`src/rtl/dip_pkg.sv`:
```
package dip_pkg;
  typedef enum logic [1:0] {
    OPC_ALU = 2'd0,
    OPC_MUL = 2'd1,
    OPC_DIV = 2'd2,
    OPC_MEM = 2'd3
  } opc_e;
  localparam int OPC_W = 2;
endpackage

```
`src/rtl/dip_hazard.sv`:
```
module dip_hazard #(
  parameter int REG_W = 5
) (
  input  logic             o_wr,
  input  logic [REG_W-1:0] o_rd,
  input  logic [1:0]       o_cls,
  input  logic             y_wr,
  input  logic [REG_W-1:0] y_rd,
  input  logic [REG_W-1:0] y_rs1,
  input  logic [REG_W-1:0] y_rs2,
  input  logic [1:0]       y_cls,
  output logic             pair_ok
);
  import dip_pkg::*;

  logic o_dst_live;
  logic raw_hit;
  logic waw_hit;
  logic div_hit;

  always_comb begin
    o_dst_live = o_wr && (o_rd != '0);
    raw_hit    = o_dst_live && ((y_rs1 == o_rd) || (y_rs2 == o_rd));
    waw_hit    = o_dst_live && y_wr && (y_rd == o_rd);
    div_hit    = (opc_e'(o_cls) == OPC_DIV) && (opc_e'(y_cls) == OPC_DIV);
    pair_ok    = !(raw_hit || waw_hit || div_hit);
  end
endmodule

```
`src/rtl/dip_slots.sv`:
```
module dip_slots #(
  parameter int DW = 10
) (
  input  logic               clk,
  input  logic               rst_n,
  input  logic [1:0]         in_vld,
  input  logic [1:0][DW-1:0] in_dat,
  input  logic [1:0]         iss_mask,
  output logic [1:0]         s_vld,
  output logic [1:0][DW-1:0] s_dat,
  output logic [1:0]         take_cnt
);
  logic [1:0]         vld_q, vld_d;
  logic [1:0][DW-1:0] dat_q, dat_d;
  logic               keep0, keep1;
  logic [1:0]         rem_cnt, avail, free_cnt, take;
  logic               upd_en;

  always_comb begin
    keep0    = vld_q[0] && !iss_mask[0];
    keep1    = vld_q[1] && !iss_mask[1];
    rem_cnt  = {1'b0, keep0} + {1'b0, keep1};
    avail    = in_vld[0] ? (in_vld[1] ? 2'd2 : 2'd1) : 2'd0;
    free_cnt = 2'd2 - rem_cnt;
    take     = (avail < free_cnt) ? avail : free_cnt;
    upd_en   = (|iss_mask) || (take != 2'd0);

    vld_d = '0;
    dat_d = dat_q;
    if (rem_cnt == 2'd2) begin
      vld_d = 2'b11;
    end else if (rem_cnt == 2'd1) begin
      vld_d[0] = 1'b1;
      dat_d[0] = keep0 ? dat_q[0] : dat_q[1];
      if (take != 2'd0) begin
        vld_d[1] = 1'b1;
        dat_d[1] = in_dat[0];
      end
    end else begin
      if (take != 2'd0) begin
        vld_d[0] = 1'b1;
        dat_d[0] = in_dat[0];
      end
      if (take == 2'd2) begin
        vld_d[1] = 1'b1;
        dat_d[1] = in_dat[1];
      end
    end
  end

  always_ff @(posedge clk or negedge rst_n) begin
    if (!rst_n) begin
      vld_q <= '0;
      dat_q <= '0;
    end else if (upd_en) begin
      vld_q <= vld_d;
      dat_q <= dat_d;
    end
  end

  assign s_vld    = vld_q;
  assign s_dat    = dat_q;
  assign take_cnt = take;

  AST_SLOT_ORDER: assert property (@(posedge clk) disable iff (!rst_n)
    vld_q[1] |-> vld_q[0]);
  AST_HOLD_STALL: assert property (@(posedge clk) disable iff (!rst_n)
    (vld_q[0] && !iss_mask[0]) |=> (vld_q[0] && (dat_q[0] == $past(dat_q[0]))));
  AST_PROMOTE: assert property (@(posedge clk) disable iff (!rst_n)
    (iss_mask == 2'b01 && vld_q[1]) |=> (vld_q[0] && (dat_q[0] == $past(dat_q[1]))));
endmodule

```
`src/rtl/dip_pair_issue.sv`:
```
module dip_pair_issue #(
  parameter int REG_W = 5
) (
  input  logic               clk,
  input  logic               rst_n,
  input  logic [1:0]         in_vld,
  input  logic [1:0]         in_wr,
  input  logic [2*REG_W-1:0] in_rd,
  input  logic [2*REG_W-1:0] in_rs1,
  input  logic [2*REG_W-1:0] in_rs2,
  input  logic [3:0]         in_cls,
  output logic [1:0]         take_cnt,
  input  logic               ds_ready,
  output logic               out_vld,
  output logic [1:0]         out_wr,
  output logic [2*REG_W-1:0] out_rd,
  output logic [2*REG_W-1:0] out_rs1,
  output logic [2*REG_W-1:0] out_rs2,
  output logic [3:0]         out_cls,
  output logic [1:0]         iss_mask,
  output logic [1:0]         iss_cnt
);
  import dip_pkg::*;

  localparam int DW = 1 + 3*REG_W + OPC_W;

  logic               rst_meta, rst_sync;
  logic [1:0][DW-1:0] in_dat, s_dat;
  logic [1:0]         s_vld;
  logic               pair_ok;
  logic               fire;

  always_ff @(posedge clk or negedge rst_n) begin
    if (!rst_n) begin
      rst_meta <= 1'b0;
      rst_sync <= 1'b0;
    end else begin
      rst_meta <= 1'b1;
      rst_sync <= rst_meta;
    end
  end

  for (genvar k = 0; k < 2; k++) begin : g_lane
    assign in_dat[k] = {in_wr[k], in_rd[k*REG_W +: REG_W], in_rs1[k*REG_W +: REG_W],
                        in_rs2[k*REG_W +: REG_W], in_cls[k*OPC_W +: OPC_W]};
    assign {out_wr[k], out_rd[k*REG_W +: REG_W], out_rs1[k*REG_W +: REG_W],
            out_rs2[k*REG_W +: REG_W], out_cls[k*OPC_W +: OPC_W]} = s_dat[k];
  end

  dip_hazard #(.REG_W(REG_W)) hz_i (
    .o_wr   (out_wr[0]),
    .o_rd   (out_rd[REG_W-1:0]),
    .o_cls  (out_cls[1:0]),
    .y_wr   (out_wr[1]),
    .y_rd   (out_rd[2*REG_W-1:REG_W]),
    .y_rs1  (out_rs1[2*REG_W-1:REG_W]),
    .y_rs2  (out_rs2[2*REG_W-1:REG_W]),
    .y_cls  (out_cls[3:2]),
    .pair_ok(pair_ok)
  );

  always_comb begin
    fire     = s_vld[0] && ds_ready;
    iss_mask = {fire && s_vld[1] && pair_ok, fire};
    iss_cnt  = iss_mask[1] ? 2'd2 : {1'b0, iss_mask[0]};
  end

  assign out_vld = s_vld[0];

  dip_slots #(.DW(DW)) slots_i (
    .clk     (clk),
    .rst_n   (rst_sync),
    .in_vld  (in_vld),
    .in_dat  (in_dat),
    .iss_mask(iss_mask),
    .s_vld   (s_vld),
    .s_dat   (s_dat),
    .take_cnt(take_cnt)
  );

  AST_MASK_ORDER: assert property (@(posedge clk) disable iff (!rst_sync)
    iss_mask[1] |-> iss_mask[0]);
  AST_NO_DUAL_DIV: assert property (@(posedge clk) disable iff (!rst_sync)
    (iss_mask == 2'b11) |-> !((out_cls[1:0] == 2'd2) && (out_cls[3:2] == 2'd2)));
  AST_STALL_QUIET: assert property (@(posedge clk) disable iff (!rst_sync)
    !ds_ready |-> (iss_mask == 2'b00));
  AST_NO_RAW_PAIR: assert property (@(posedge clk) disable iff (!rst_sync)
    (iss_mask == 2'b11 && out_wr[0] && out_rd[REG_W-1:0] != '0)
      |-> (out_rs1[2*REG_W-1:REG_W] != out_rd[REG_W-1:0]
           && out_rs2[2*REG_W-1:REG_W] != out_rd[REG_W-1:0]));
endmodule

```
`config.mk`:
```
export PLATFORM = sky130hd
export DESIGN_NAME = dip_pair_issue
export DESIGN_NICKNAME = d
export VERILOG_FILES = /design/src/rtl/dip_pkg.sv /design/src/rtl/dip_hazard.sv /design/src/rtl/dip_slots.sv /design/src/rtl/dip_pair_issue.sv
export SDC_FILE = /design/constraint.sdc
export NUM_CORES = 1
export LEC_CHECK = 0
export ABC_CLOCK_PERIOD_IN_PS = 3100
export BUFFER_PORTS_ARGS = -buffer_cell sky130_fd_sc_hd__buf_2
export CORE_MARGIN = 4
export CORE_UTILIZATION = 50
export DETAILED_ROUTE_END_ITERATION = 6
export HOLD_SLACK_MARGIN = 0.05
export PLACE_DENSITY = 0.8
export SYNTH_ARGS = -nofsm -noshare
export SYNTH_HDL_FRONTEND = slang
export SYNTH_HIERARCHICAL = 1
export SYNTH_SLANG_ARGS = --single-unit
```
`constraint.sdc`:
```
create_clock -name clk -period 3.1 [get_ports clk]
set_clock_uncertainty 0.05 [all_clocks]
set_input_delay 0.155 -clock clk [delete_from_list [all_inputs] [get_ports clk]]
set_output_delay 0.155 -clock clk [all_outputs]
set_load 0.005 [all_outputs]
```
==> results of run 1 <==
layout by cell type (no fill, tap or decap), types with 5 or more instances in the layout:
| cell type | count |
|---|---|
| clkbuf_8 | 7 |
| mux2_4 | 35 |
| dfrtp_2 | 5 |
| nor3_1 | 5 |
| buf_2 | 83 |
| xnor2_1 | 5 |
| xor2_1 | 10 |
| buf_4 | 41 |
| dfrtp_1 | 35 |
| mux2_2 | 36 |
| buf_6 | 8 |
cell type report:
class | count | share of cell area
flip-flops and latches | 40 | 0.285
clock buffers | 7 | 0.0272
repair buffers | 133 | 0.233
inverters | 3 | 0.00318
multi-input cells | 128 | 0.425
clock inverters | 1 | 0.00849
well taps | 52 | 0.0184
power by group through the flow:
stage,combinational (mW),sequential [mW],clock [mW]
floorplan,1.68,1.06,0
global placement,2.48,1.05,0
finish,3.24,1.07,0.480
CTS,2.89,1.05,0.486
global route,3.44,1.11,0.513
detailed placement,2.55,1.06,0
worst reg2reg max path: stages, from the launching register on:
cell      delay [ns]
dfrtp_2         0.46
xor2_1          0.18
nor3_1          0.26
nand3_1         0.12
a31oi_1         0.20
nor2_1          0.08
and3_4          0.20
nand2b_4        0.16
ha_4            0.18
ha_4            0.26
nor2b_4         0.16
o32ai_4         0.11
a211oi_4        0.32
buf_6           0.22
mux2_4          0.32
what timing repair did:
item | CTS | global route
setup endpoints to repair | 36 | 39
resized for setup | 19 | 25
hold buffers | 1 | 0
buffers inserted | 13 | 6
pin swaps | 5 | 4
hold endpoints to repair | 2 | 0
gates cloned | 1 | 1
path summary, 6_finish.rpt:
path / start / end / slack, ns / cells after the start
hold reg to reg: rst_meta$_DFF_PN0_ / rst_sync$_DFF_PN0_ / 0.30 / 0
min in group clk: in_rd[8] / slots_i/s_dat[33]$_DFFE_PN0P_ / 0.16 / 3
setup / recovery: slots_i/s_dat[13]$_DFFE_PN0P_ / slots_i/s_dat[7]$_DFFE_PN0P_ / -0.31 / 14
max in group asynchronous: rst_sync$_DFF_PN0_ / slots_i/s_dat[13]$_DFFE_PN0P_ / 1.90 / 1
hold / removal: rst_n / rst_meta$_DFF_PN0_ / 0.13 / 2
setup reg to reg: slots_i/s_dat[13]$_DFFE_PN0P_ / slots_i/s_dat[7]$_DFFE_PN0P_ / -0.31 / 14
Yosys cell counts, drive strengths merged, types with 2 or more instances:
cell type	number
mux2	72
dfrtp	40
xor2	10
buf	7
nor3	6
ha	5
xnor2	5
inv	3
nand3	3
o21ai	3
and2	2
nand2b	2
nor2	2
nor2b	2
o22a	2
kinds of logic (layout without fill, tap and decap cells):
kind of cell | after synthesis | in the layout | synth area share
mux | 72 | 72 | 0.348
flops | 40 | 40 | 0.429
simple gates | 24 | 24 | 0.0687
xor+xnor | 15 | 15 | 0.0564
compound gates | 11 | 11 | 0.0429
buf+inv | 11 | 144 | 0.0263
fa+ha+maj | 5 | 5 | 0.0268
other cells | 1 | 1 | 0.00161
stage by stage:
step	setup WS, ns	hold WS (ns)	cell area (sq um)	cells
after floorplan	-0.218	-0.191	2450	179
after global placement	-0.0685	-0.109	3080	334
after detailed placement	-0.179	-0.107	3080	334
after CTS	-0.163	0.104	3390	357
after global routing	-0.431	0.139	3540	364
final	-0.306	0.125	3540	364
sequential cells by signal, summed over array words and instances, names as in the netlist:
register,flops
rst_sync,1
slots_i/s_vld,2
rst_meta,1
slots_i/s_dat,36
layer usage:
layer  wire, um  track usage  vias to the layer above
met2       3440        0.391                       75
met4        182       0.0851                        0
met5          0            0                        -
met1       2850        0.279                      971
li1           -            -                      902
met3        337       0.0485                       22
==> results.yml, run 1 <==
clocking:
  numCtsBuffers: 5
  h-tree-depth: 2
  cts_root_buffer: "clkbuf_8"
  cts.clk_slew.worst_paths_ns: 0.08
  cts_sinks: 40
  clk_latency_ns: 0.30
  cts_tree: "done"
  clockBufferDepth: 2
global_routing:
  grt_pass1_wl_mm: 10.6
  antenna_found_initial: 0
  grt_pass1_vias: 2134
  grt_overflow: 0
  grt_usage: 0.227
  grt_max_degree: 22
logic_synthesis:
  syn_area_per_cell_sq_um: 13.0
  async_flop_share: 1.00
  syn_nets: 225
  yosys.area.top_type: "dfrtp_1"
  synth_area_leaders: "dfrtp_1 43%, mux2_2 25%, mux2_1 9.7%"
  synth_edf_count: 0
  ys_types: 37
  synth_area_sq_um: 2330
  synth_top_area_share: 0.429
  ys_ff_latch: 40
  synthCells: 179
  synth_warnings: 6
  synth_ff_type: "dfrtp_1"
  synth-seq-area-share: 0.429
die:
  rows: 24
  die_y_um: 76.3
  dieArea_sq_um: 5820
  ios: 84
  design.core.area_sq_um: 4440
  die_w_um: 76.3
  start_util: 0.524
outcome:
  status: "finished, violations left"
  violations: "setup timing"
worst_setup_path:
  start_kind: "flop"
  cp.buffers_inverters: 1
  cp_slowest_cell: "dfrtp_2"
  worst-setup-path-type: "reg -> reg"
  worstPathCellList: "xor2_1 -> nor3_1 -> nand3_1 -> a31oi_1 -> nor2_1 -> and3_4 -> nand2b_4 -> ha_4 -> ha_4 -> nor2b_4 -> o32ai_4 -> a211oi_4 -> buf_6 -> mux2_4"
  path_delay_family: "simple AND/OR/NAND/NOR gates"
  crit_arrival_ns: 3.54
  crit_fanout: 8
  cp.required_ns: 3.23
  cpPeakStageDelay_ns: 0.46
  crit_path_frequent_cell: "ha_4"
  cp-end-kind: "flop"
pwr:
  p_total_mw: 4.80
  intPower_mw: 3.08
  ir_worst_vdd_mv: 0.821
  p_sw_frac: 0.357
  combPwrFrac: 0.676
  power.clock.fraction: 0.100
  seqPwrFrac: 0.224
  p_sw_mw: 1.71
  leakage_nw: 1.72
  p_per_area_nw_per_um2: 1360
layout:
  fillers: 258
  regArea_sq_um: 1010
  layout-drive-gt1-share: 0.747
  finish.utilization: 0.796
  antenna_cells: 0
  area_growth_pct: 51.7
  final_net_count: 357
  multiInputGateArea_sq_um: 1500
placement:
  port_buffers: 83
  hpwl_mm: 4.39
  place.gp.congestion: 0.827
sta:
  fin_setup_tns_ns: -8.45
  hold_viol_final: 0
  max_slew_margin: 0.408
  layout_min_cycle_time_ns: 3.41
  setup_slack_ns: -0.306
  fmax_mhz: 294
  rsz0062_at_grt: "true"
  slew_violations: 0
  setup_viol: 38
  worst_pin_slew_ns: 0.887
  fin_crit_sh: 1.10
min_path:
  hold_path.class: "in -> async"
routing:
  vias: 1970
  wirelength_mm: 6.81
  first_iter_violations: 87
  final_antenna_net_count: 0
  drc: 0
  viasPerCell: 5.41
  wl_per_cell_um: 18.7
  firstDrtPassIters: 4
flow_run:
  drv_cap: 0
No activity file was read; power rests on OpenSTA's default activity.
==> run 2: changes to the inputs <==
--- a/config.mk
+++ b/config.mk
@@ -11,8 +11,7 @@
 export CORE_UTILIZATION = 50
 export DETAILED_ROUTE_END_ITERATION = 6
 export HOLD_SLACK_MARGIN = 0.05
-export PLACE_DENSITY = 0.8
+export PLACE_DENSITY_LB_ADDON = 0.3
 export SYNTH_ARGS = -nofsm -noshare
 export SYNTH_HDL_FRONTEND = slang
-export SYNTH_HIERARCHICAL = 1
 export SYNTH_SLANG_ARGS = --single-unit
==> results.yml, run 2 <==
outcome:
  status: "finished, violations left"
  violations: "setup timing"
die:
  ios: 84
  start_util: 0.518
  dieArea_sq_um: 6110
  design.core.area_sq_um: 4750
  die_w_um: 78.2
  rows: 25
  die_y_um: 78.2
sta:
  max_slew_margin: 0.601
  worst_pin_slew_ns: 0.599
  setup_viol: 18
  fin_crit_sh: 1.02
  setup_slack_ns: -0.0470
  fmax_mhz: 318
  rsz0062_at_grt: "true"
  layout_min_cycle_time_ns: 3.15
  hold_viol_final: 0
  fin_hold_ws_ns: 0.120
  slew_violations: 0
worst_setup_path:
  cp.required_ns: 3.23
  r2r-end: "slots_i.s_dat[1]$_DFFE_PN0P_"
  cp-end-kind: "flop"
  worst-setup-path-type: "reg -> reg"
  reg2regPathDepth: 12
  rrSetupSlack_ns: -0.05
  start_kind: "flop"
  crit_fanout: 5
  r2r-start: "slots_i.s_dat[12]$_DFFE_PN0P_"
  crit_arrival_ns: 3.27
logic_synthesis:
  synthCells: 190
  synth-seq-area-share: 0.407
  synth_warnings: 0
  synth_area_leaders: "dfrtp_1 41%, mux2_2 24%, mux2_4 12%"
  synthSimpleGateAreaFrac: 0.0615
  synth_area_sq_um: 2460
  synth_xor_xnor_area_share: 0.0534
  synth_top_family_by_area: "multiplexers"
  syn_nets: 235
  synthMuxAreaShare: 0.360
  yosys.cell_count.top_type: "mux2_2"
  syn_area_per_cell_sq_um: 13.0
  synthAdderAreaFrac: 0.0203
  ys_top_cells_by_count: "52 x mux2_2, 40 x dfrtp_1, 20 x mux2_4"
  async_flop_share: 1.00
  synth_edf_count: 0
  yosys.area.top_type: "dfrtp_1"
  ys_ff_latch: 40
  synth_ff_type: "dfrtp_1"
  ys_types: 37
  synth_top_area_share: 0.407
  synth_compound_area_frac: 0.0564
global_routing:
  grt_pass1_vias: 1812
  grt_usage: 0.181
  grt_max_degree: 25
  antenna_found_initial: 0
  grt_pass1_wl_mm: 8.75
  grt_overflow: 0
routing:
  wirelength_mm: 5.81
  first_iter_violations: 50
  final_antenna_net_count: 0
  drc: 0
  firstDrtPassIters: 4
  vias: 1840
  wl_per_cell_um: 16.4
  viasPerCell: 5.18
pwr:
  p_sw_mw: 1.59
  power.clock.fraction: 0.097
  intPower_mw: 2.82
  p_sw_frac: 0.360
  p_per_area_nw_per_um2: 1340
  leakage_nw: 1.56
  seqPwrFrac: 0.242
  combPwrFrac: 0.661
  ir_worst_vdd_mv: 0.622
min_path:
  hold_path.class: "in -> async"
clocking:
  cts_root_buffer: "clkbuf_8"
  clockBufferDepth: 2
  cts_tree: "done"
  cts_sinks: 40
  numCtsBuffers: 5
  h-tree-depth: 2
  clk_latency_ns: 0.29
  cts.clk_slew.worst_paths_ns: 0.08
layout:
  final_net_count: 332
  design_area_sq_um: 3280
  area_growth_pct: 33.3
  layout_commonest_cell: "buf_2"
  final_cell_mix: "83 x buf_2, 39 x mux2_2, 38 x dfrtp_1, 33 x mux2_4, 15 x xnor2_1"
  antenna_cells: 0
  layout-drive-gt1-share: 0.674
  largest_register_ffs: 36
placement:
  port_buffers: 83
  place_area_sq_um: 3000
  place.gp.congestion: 0.852
  hpwl_mm: 4.13
flow_run:
  drv_cap: 0
==> run 2: cell count changes after synthesis, sizes merged, moves of 2 or more <==
cell and delta:
o31a +2, o22a -2, nor2 +2, nor3 -5, xnor2 +10, o22ai +2, nand2 +8, xor2 -10
inv +2, o21ai +3
==> run 2: worst max path at each step <==
stage                                  startpoint                            end  slack, ns  cells after the start
detailed placement  slots_i.s_dat[16]$_DFFE_PN0P_  slots_i.s_dat[11]$_DFFE_PN0P_      -0.02                     12
global placement    slots_i.s_dat[16]$_DFFE_PN0P_   slots_i.s_dat[7]$_DFFE_PN0P_       0.06                     12
floorplan           slots_i.s_dat[16]$_DFFE_PN0P_  slots_i.s_dat[12]$_DFFE_PN0P_      -0.10                     12
CTS                 slots_i.s_dat[16]$_DFFE_PN0P_   slots_i.s_dat[1]$_DFFE_PN0P_     -0.005                     13
global route        slots_i.s_dat[12]$_DFFE_PN0P_   slots_i.s_dat[5]$_DFFE_PN0P_      -0.12                     12
finish              slots_i.s_dat[12]$_DFFE_PN0P_   slots_i.s_dat[1]$_DFFE_PN0P_      -0.05                     12
==> run 2: cell families (layout without fill, tap and decap cells) <==
| logic type | after synthesis | after routing |
|---|---|---|
| DFF | 40 | 40 |
| buffers and inverters | 15 | 113 |
| adders and majority gates | 4 | 4 |
| xor gates and xnor gates | 15 | 15 |
| other | 1 | 1 |
| AOI/OAI and AO/OA | 16 | 16 |
| and+or+nand+nor | 27 | 27 |
| muxes | 72 | 72 |
==> run 2: power groups by stage <==
| stage | sequential (mW) | combinational (mW) | clock (mW) |
|---|---|---|---|
| after floorplan | 1.07 | 1.87 | 0 |
| after global placement | 1.06 | 2.49 | 0 |
| after detailed placement | 1.06 | 2.57 | 0 |
| after CTS | 1.05 | 2.71 | 0.430 |
| after global routing | 1.11 | 3.11 | 0.456 |
| final | 1.07 | 2.91 | 0.427 |
==> run 2: timing repair <==
| item | CTS | global route |
|---|---|---|
| setup buffers | 2 | 1 |
| resized for setup | 1 | 34 |
| hold buffers | 1 | 0 |
| endpoints found under the hold margin | 2 | 0 |
| pin swaps | 1 | 8 |
| setup endpoints to repair | 8 | 36 |
| cloned | 1 | 3 |
==> run 2: worst max-delay path: stages (launching register included) <==
cell,delay (ns)
dfrtp_2,0.41
or4_4,0.55
o21ai_4,0.17
a21boi_2,0.08
o21ai_1,0.08
ha_2,0.20
inv_2,0.04
ha_4,0.21
nor2_4,0.14
o22ai_4,0.09
a311oi_4,0.48
buf_6,0.22
mux2_4,0.30
==> run 2: layout make-up <==
cell class,instances,area [sq um]
tap,67,83.8
clock inverter,3,42.5
timing repair buffer,100,602
fill,377,1470
multi-input combinational,135,1460
sequential,40,1000
inverter,5,18.8
clock buffer,5,68.8
==> run 2: per-stage QoR <==
| step | setup slack, ns | power, mW | util | cells | TNS [ns] |
|---|---|---|---|---|---|
| 2_1_floorplan | -0.101 | 2.94 | - | 190 | -0.997 |
| 3_3_place_gp | 0.0571 | 3.56 | 0.630 | 341 | 0 |
| 3_5_place_dp | -0.0159 | 3.63 | 0.630 | 341 | -0.0471 |
| 4_1_cts | -0.00473 | 4.19 | 0.665 | 353 | -0.00770 |
| 5_1_grt | -0.124 | 4.68 | 0.691 | 355 | -2.50 |
| 6_report | -0.0470 | 4.41 | 0.691 | 355 | -0.571 |
==> run 2: per-layer routing <==
layer | GRT usage | part of all wire | up-vias | wire (um)
met4 | 0.0559 | 0.016 | 0 | 91
met2 | 0.283 | 0.47 | 61 | 2720
li1 | - | - | 871 | -
met3 | 0.0608 | 0.062 | 8 | 358
met5 | 0 | 0 | - | 0
met1 | 0.239 | 0.45 | 900 | 2640
